`src/rtl/uart_optstat_pkg.sv`:
```
package uart_optstat_pkg;
  localparam int unsigned ADDR_W = 1;
  localparam int unsigned DATA_W = 8;
  localparam int unsigned N_ERR  = 3;

  localparam logic [ADDR_W-1:0] ADDR_OPT  = 1'b0;
  localparam logic [ADDR_W-1:0] ADDR_STAT = 1'b1;

  localparam logic [DATA_W-1:0] OPT_RESET = 8'h14;
  localparam int unsigned OPT_TXINV = 1;
  localparam int unsigned OPT_RXINV = 0;

  localparam int unsigned STAT_BUSY = 7;
  // error vector order: {parity, framing, overrun}
  localparam int unsigned ERR_PAR = 2;
  localparam int unsigned ERR_FRM = 1;
  localparam int unsigned ERR_OVR = 0;
endpackage

```
`src/rtl/uart_line_inv.sv`:
```
module uart_line_inv #(
  parameter int unsigned SYNC_STAGES = 2,
  parameter logic        IDLE_LVL    = 1'b1
) (
  input  logic clk_i,
  input  logic rst_ni,
  input  logic tx_inv_i,
  input  logic rx_inv_i,
  input  logic tx_data_i,
  output logic tx_pin_o,
  input  logic rx_pin_i,
  output logic rx_data_o
);
  logic [SYNC_STAGES-1:0] sync_q;

  assign tx_pin_o = tx_data_i ^ tx_inv_i;

  always_ff @(posedge clk_i or negedge rst_ni) begin
    if (!rst_ni) sync_q <= {SYNC_STAGES{IDLE_LVL}};
    else         sync_q <= {sync_q[SYNC_STAGES-2:0], rx_pin_i ^ rx_inv_i};
  end

  assign rx_data_o = sync_q[SYNC_STAGES-1];
endmodule

```
`src/rtl/uart_err_flags.sv`:
```
module uart_err_flags #(
  parameter int unsigned N = 3
) (
  input  logic         clk_i,
  input  logic         rst_ni,
  input  logic         keep_i,
  input  logic [N-1:0] ev_i,
  input  logic [N-1:0] clr_i,
  output logic [N-1:0] q_o
);
  for (genvar g = 0; g < N; g++) begin : g_flag
    always_ff @(posedge clk_i or negedge rst_ni) begin
      if (!rst_ni)       q_o[g] <= 1'b0;
      else if (!keep_i)  q_o[g] <= 1'b0;
      else if (ev_i[g])  q_o[g] <= 1'b1;  // set beats clear
      else if (clr_i[g]) q_o[g] <= 1'b0;
    end
  end
endmodule

```
`src/rtl/uart_optstat_regs.sv`:
```
module uart_optstat_regs
  import uart_optstat_pkg::*;
#(
  parameter int unsigned SYNC_STAGES = 2
) (
  input  logic              clk_i,
  input  logic              rst_ni,
  input  logic [ADDR_W-1:0] addr_i,
  input  logic              we_i,
  input  logic [DATA_W-1:0] wdata_i,
  output logic [DATA_W-1:0] rdata_o,
  input  logic              pwr_i,
  input  logic              txe_i,
  input  logic              rxe_i,
  input  logic              tx_busy_i,
  input  logic              par_err_i,
  input  logic              frm_err_i,
  input  logic              ovr_err_i,
  input  logic              tx_data_i,
  output logic              tx_pin_o,
  input  logic              rx_pin_i,
  output logic              rx_data_o
);
  logic             tx_inv_q, rx_inv_q, tsf_q;
  logic [N_ERR-1:0] err_q, err_ev, err_clr;
  logic             opt_wr, stat_wr, rx_live, tx_live;
  logic             unused_wdata;

  assign opt_wr  = we_i && (addr_i == ADDR_OPT);
  assign stat_wr = we_i && (addr_i == ADDR_STAT);
  assign rx_live = pwr_i && rxe_i;
  assign tx_live = pwr_i && txe_i;
  assign unused_wdata = ^wdata_i[DATA_W-1:N_ERR];

  // polarity bits lock while their direction is live
  always_ff @(posedge clk_i or negedge rst_ni) begin
    if (!rst_ni) begin
      tx_inv_q <= OPT_RESET[OPT_TXINV];
      rx_inv_q <= OPT_RESET[OPT_RXINV];
    end else if (opt_wr) begin
      if (!tx_live) tx_inv_q <= wdata_i[OPT_TXINV];
      if (!rx_live) rx_inv_q <= wdata_i[OPT_RXINV];
    end
  end

  always_ff @(posedge clk_i or negedge rst_ni) begin
    if (!rst_ni) tsf_q <= 1'b0;
    else         tsf_q <= tx_live && tx_busy_i;
  end

  always_comb begin
    err_ev           = '0;
    err_ev[ERR_PAR]  = par_err_i;
    err_ev[ERR_FRM]  = frm_err_i;
    err_ev[ERR_OVR]  = ovr_err_i;
    err_clr          = stat_wr ? ~wdata_i[N_ERR-1:0] : '0;
  end

  uart_err_flags #(.N(N_ERR)) u_err (
    .clk_i  (clk_i),
    .rst_ni (rst_ni),
    .keep_i (rx_live),
    .ev_i   (err_ev),
    .clr_i  (err_clr),
    .q_o    (err_q)
  );

  uart_line_inv #(.SYNC_STAGES(SYNC_STAGES), .IDLE_LVL(1'b1)) u_line (
    .clk_i     (clk_i),
    .rst_ni    (rst_ni),
    .tx_inv_i  (tx_inv_q),
    .rx_inv_i  (rx_inv_q),
    .tx_data_i (tx_data_i),
    .tx_pin_o  (tx_pin_o),
    .rx_pin_i  (rx_pin_i),
    .rx_data_o (rx_data_o)
  );

  always_comb begin
    rdata_o = '0;
    if (addr_i == ADDR_OPT) begin
      rdata_o            = OPT_RESET;
      rdata_o[OPT_TXINV] = tx_inv_q;
      rdata_o[OPT_RXINV] = rx_inv_q;
    end else begin
      rdata_o[STAT_BUSY]   = tsf_q;
      rdata_o[N_ERR-1:0]   = err_q;
    end
  end
endmodule

```
`config.mk`:
```
export PLATFORM = sky130hd
export DESIGN_NAME = uart_optstat_regs
export DESIGN_NICKNAME = d
export VERILOG_FILES = /design/src/rtl/uart_optstat_pkg.sv /design/src/rtl/uart_line_inv.sv /design/src/rtl/uart_err_flags.sv /design/src/rtl/uart_optstat_regs.sv
export SDC_FILE = /design/constraint.sdc
export NUM_CORES = 1
export LEC_CHECK = 0
export BUFFER_PORTS_ARGS = -buffer_cell sky130_fd_sc_hd__buf_4
export CAP_MARGIN = 20
export CORE_AREA = 2 2 39 41
export DETAILED_ROUTE_END_ITERATION = 6
export DIE_AREA = 0 0 41 43
export PLACE_DENSITY_LB_ADDON = 0.1
export SLEW_MARGIN = 30
export SYNTH_ARGS = -nofsm -noshare
export SYNTH_HDL_FRONTEND = slang
export SYNTH_SLANG_ARGS = --single-unit
export TNS_END_PERCENT = 100
```
`constraint.sdc`:
```
create_clock -name clk_i -period 0.9 [get_ports clk_i]
set_clock_uncertainty 0.15 [all_clocks]
set_input_delay 0 -clock clk_i [delete_from_list [all_inputs] [get_ports clk_i]]
set_output_delay 0 -clock clk_i [all_outputs]
set_load 0.05 [all_outputs]
```
# Word-level counts from Yosys, hierarchy flattened
# Cells that the tools add are included.
dict set report totals {
  regBits 8
  out_inout_bits 10
  word_cells 36
}
dict set report classes {
  eq_ne 3
  mux 13
  n_bitwise 6
  reduce_logical 7
}
# op n
set op_table {}
lappend op_table {{1-bit two-way mux} 10}
lappend op_table {{3-bit inequality test (second input constant)} 3}
lappend op_table {{3-bit two-way mux} 2}
lappend op_table {{1-bit logical AND} 5}
lappend op_table {{2-bit AND reduction} 2}
lappend op_table {{1-bit NOT} 3}
lappend op_table {{3-bit NOT} 1}
lappend op_table {{2-bit two-way mux} 1}
lappend op_table {{1-bit bitwise XOR} 2}

# Depth between registers and ports, before layout
dict set report logic_depth {
  depth_word 5
  ltp_mapped 3
  depth_no_buf 3
}

# Modules after synthesis
# A second synthesis with hierarchy kept.
dict set report unflattened {
  cells_unflattened 36
  hier_area_um2 439.2
}
# module instances cells_each area_per_inst_um2 seq_area_each_um2
set modules_own_cells {}
lappend modules_own_cells {uart_optstat_regs 1 23 230.2 75.1}
lappend modules_own_cells {uart_err_flags 1 9 138.9 75.1}
lappend modules_own_cells {uart_line_inv 1 4 70.1 52.6}

# Least setup slack after synthesis
# OpenSTA, ideal clock, no wires.
dict set report synth_path {
  path_kind {reg-to-output}
  start {register tx_inv_q}
  end {output port tx_pin_o}
  arrival_time_ns 1.151
  required_ns 0.750
  setup_slack_ns -0.401
  path_stages_with_launch 2
  n_path_buf 0
  cell_sequence {dfrtp_1 > xor2_1}
}
dict set report synth_via {
  elab_chain_cells 1
}
# item line
set synth_lines {}
lappend synth_lines {{start, declared} uart_optstat_regs.sv:24} ;# logic tx_inv_q, rx_inv_q, tsf_q;
lappend synth_lines {{start signal, assigned} uart_optstat_regs.sv:38} ;# tx_inv_q <= OPT_RESET[OPT_TXINV];
lappend synth_lines {{start signal, assigned} uart_optstat_regs.sv:41} ;# if (!tx_live) tx_inv_q <= wdata_i[OPT_TXINV];
lappend synth_lines {{1-bit bitwise XOR} uart_line_inv.sv:16} ;# assign tx_pin_o = tx_data_i ^ tx_inv_i;
lappend synth_lines {{end, declared} uart_optstat_regs.sv:20} ;# output logic tx_pin_o,
# No other way between the ends.

# Worst setup path after layout
dict set report layout_path {
  start {register tx_inv_q}
  end {output port rdata_o[1]}
}
dict set report layout_via {
  elab_chain_cells 1
}
# item line
set layout_lines {}
lappend layout_lines {{3-bit two-way mux} uart_optstat_regs.sv:81} ;# if (addr_i == ADDR_OPT) begin
lappend layout_lines {{end, declared} uart_optstat_regs.sv:11} ;# output logic [DATA_W-1:0] rdata_o,
# No other way between the ends.

==> impl_metrics.py <==
metrics = {
    "run_status": {
        "run_status": "complete, but fails checks",
        "violations_in_the_final_reports": "negative hold slack, negative setup slack",
    },
    "worst_setup_path": {
        "critPathTopFamily": "flip-flops",
        "path_class": "flop to output pin",
        "worstSetupEndpointType": "output pin",
        "r2r_setup_slk_ns": -0.27,
        "required_ns": 0.75,
        "worst_path_max_delay_cell": "sky130_fd_sc_hd__dfrtp_2",
        "critical_path_buf_inv_count": 1,
        "critical_path.max_stage_delay_ns": 0.42,
        "timing.critical_path.cells": "mux2_4 > buf_6",
        "critical_path.startpoint_type": "flop",
        "worst-endpoint-arrival_ns": 1.09,
        "critical_path_peak_fanout": 2,
    },
    "sta": {
        "setup_violations": 12,
        "worst_slack_ns": -0.339,
        "timing.final.max_slew_violations": 0,
        "grt_setup_unrepaired": "yes",
        "hold_slack_ns": -0.163,
        "period_needed_ns": 1.24,
        "fmax_mhz": 807,
        "hold_viol_final": 11,
        "final_min_period_over_clock_period_pct": 138,
        "setup_total_negative_slack_ns": -2.27,
    },
    "synth": {
        "synth_warnings": 0,
        "syn-cell-area_um2": 389,
        "netlist.area_leader.share_pct": 38.6,
        "yosysSeqAreaShare_pct": 52.1,
        "post-synth-top-area-cell": "sky130_fd_sc_hd__dfrtp_1",
        "yosys.cell_types.count": 17,
        "synth.top_cells.by_area": "sky130_fd_sc_hd__dfrtp_1 39%, sky130_fd_sc_hd__dfstp_2 14%, sky130_fd_sc_hd__mux2_2 8.7%, sky130_fd_sc_hd__buf_4 5.8%, sky130_fd_sc_hd__xor2_1 4.5%",
        "post_synth.cell_area_avg_um2": 10.8,
        "netlist_instances": 36,
        "flip_flop_and_latch_count_after_synthesis": 8,
    },
    "cts": {
        "cts_max_level": 1,
        "cts_made_buffers": 3,
        "cts_max_path_buffers": 2,
        "clk_latency_ns": 0.25,
        "cts_root_buffer": "sky130_fd_sc_hd__clkbuf_4",
        "clock_edge_transition_at_the_registers_on_the_reported_setup_and_hold_paths_ns": 0.06,
        "cts_tree": "yes",
        "tritoncts_num_sinks": 8,
    },
    "power_and_ir_drop": {
        "switching_share_pct": 32.1,
        "power_density_nw_per_um2": 1580,
        "clockPowerShare_pct": 21.8,
        "p_int_mw": 0.894,
        "relative_contribution_of_combinational_cells_to_total_power_pct": 44.3,
        "p_leak_nw": 0.422,
        "netSwitchingPower_mw": 0.422,
        "largest_voltage_drop_on_the_vdd_net_v": 0.00105,
        "power_share_of_the_sequential_group_pct": 33.9,
    },
    "min_path": {
        "worst_hold_path_type": "primary input to flop",
    },
    "drt": {
        "drt-vias-per-instance": 4.22,
        "wl_met1_um": 338,
        "remaining_routing_drc_violations": 0,
        "dr.pass1.iters": 1,
        "wire_per_inst_um": 10.1,
        "vias": 397,
        "ant_nets": 0,
        "top_layer_used": "met4",
        "met2_wirelength_um": 536,
        "postRouteWirelength_um": 953,
        "violation_count_after_the_first_detailed_routing_iteration": 0,
        "route.met3.wl_um": 74,
    },
    "flow_run": {
        "max_cap_violations": 0,
    },
    "floorplanning": {
        "start_util_pct": 28.1,
        "placement_rows": 14,
        "die_area_um2": 1760,
        "fp.dieH_um": 43,
        "die_width_um": 41,
        "floorplan.core_area_um2": 1380,
        "num_io_pins": 31,
    },
    "layout": {
        "area_growth_pct": 114,
        "finish.instance_area_um2": 832,
        "ff_latch_area_um2": 204,
        "layout.cells.most_common": "sky130_fd_sc_hd__buf_4",
        "final_net_count": 100,
        "insertedDiodeCount": 0,
        "post_route_cells_drive_above_1_share_pct": 59.0,
        "multiInputGateArea_um2": 195,
        "fillers": 126,
        "most-common-layout-cells": "20 x sky130_fd_sc_hd__buf_4, 9 x sky130_fd_sc_hd__dlygate4sd3_1, 7 x sky130_fd_sc_hd__buf_6, 5 x sky130_fd_sc_hd__dfrtp_1, 4 x sky130_fd_sc_hd__mux2_4",
    },
    "placed_design": {
        "portBuffers": 22,
        "gp_routability_congestion": 0.691,
        "place_area_um2": 627,
        "dp_hpwl_um": 663,
    },
    "grt": {
        "antenna_found_initial": 0,
        "grt.total_usage_pct": 13.5,
        "globalRoute.totalOverflow": 0,
        "first_global_vias": 396,
        "first_pass_grt_wire_length_mm": 1.54,
        "grt_start_max_net_pins": 9,
    },
}
path summary, 6_finish.rpt:
kind	start	to	depth (start not counted)
worst min register to register	u_line.sync_q[0]	u_line.sync_q[1]	0
worst min-delay path	wdata_i[0]	rx_inv_q	2
max in group asynchronous	rst_ni	u_line.sync_q[1]	2
worst max register to register	tx_inv_q	tx_inv_q	3
min in group asynchronous	rst_ni	u_err.q_o[2]	2
worst max-delay path	tx_inv_q	rdata_o[1]	2
routing by layer:
| metal | up-vias | track usage (%) |
|---|---|---|
| met4 | 0 | 4.00 |
| met5 | - | 0 |
| li1 | 193 | - |
| met2 | 18 | 22.2 |
| met3 | 2 | 7.85 |
| met1 | 184 | 13.6 |
logic make-up after synthesis:
family | after synthesis | share of synthesized area [%]
xor gates and xnor gates | 2 | 4.50
buffers and inverters | 7 | 9.64
muxes | 4 | 12.5
AOI/OAI and AO/OA | 6 | 7.71
DFF | 8 | 52.1
other | 1 | 0.964
and+or+nand+nor | 8 | 12.5
layout make-up:
class	count	area share [%]
repair buffers	39	44.4
flip-flops and latches	8	24.5
multi-input cells	23	23.5
clock buffers	4	3.16
well taps	16	2.41
inverters	4	2.11
timing repair:
action,CTS,global route
gates resized for setup,13,4
pin swaps,2,1
hold buffers,9,1
hold endpoints to repair,15,12
endpoints found under the setup margin,9,12
buffers inserted,3,1
synth_stat cells:
library cell / count
sky130_fd_sc_hd__conb_1: 1
sky130_fd_sc_hd__inv_1: 3
sky130_fd_sc_hd__or2b_1: 1
sky130_fd_sc_hd__dfrtp_1: 6
sky130_fd_sc_hd__buf_4: 3
sky130_fd_sc_hd__mux2_4: 1
sky130_fd_sc_hd__inv_2: 1
sky130_fd_sc_hd__a21oi_1: 3
sky130_fd_sc_hd__and3_1: 1
sky130_fd_sc_hd__xor2_1: 2
sky130_fd_sc_hd__dfstp_2: 2
sky130_fd_sc_hd__and3_4: 1
sky130_fd_sc_hd__o21ai_0: 3
sky130_fd_sc_hd__mux2_2: 3
sky130_fd_sc_hd__and2_2: 1
sky130_fd_sc_hd__nand3_1: 1
sky130_fd_sc_hd__nand2_1: 3
worst reg2reg max path, cell delays in order (launching register included):
cell and delay [ns]:
sky130_fd_sc_hd__dfrtp_2 0.42, sky130_fd_sc_hd__buf_12 0.13, sky130_fd_sc_hd__buf_6 0.10, sky130_fd_sc_hd__mux2_4 0.25
sequential cells by signal (all words and copies together) (netlist names):
register,flops
tsf_q,1
rx_inv_q,1
u_line.sync_q,2
tx_inv_q,1
u_err.q_o,3
stage by stage:
stage,setup WS [ns],hold WS [ns],total power [mW],cells,util [%]
6_report,-0.339,-0.163,1.32,94,60.1
5_1_grt,-0.381,-0.187,1.41,94,60.1
3_5_place_dp,-0.148,-0.324,0.880,78,45.3
2_1_floorplan,-0.0682,-0.446,0.728,38,-
3_3_place_gp,-0.137,-0.324,0.877,78,45.3
4_1_cts,-0.351,-0.168,1.33,94,59.6
power groups by stage:
stage	clock, mW	sequential, mW	combinational [mW]
2_1_floorplan	0	0.493	0.235
3_3_place_gp	0	0.456	0.421
3_5_place_dp	0	0.457	0.422
4_1_cts	0.299	0.448	0.582
5_1_grt	0.339	0.453	0.615
6_report	0.286	0.447	0.583
Power figures use the tool's default switching activity.
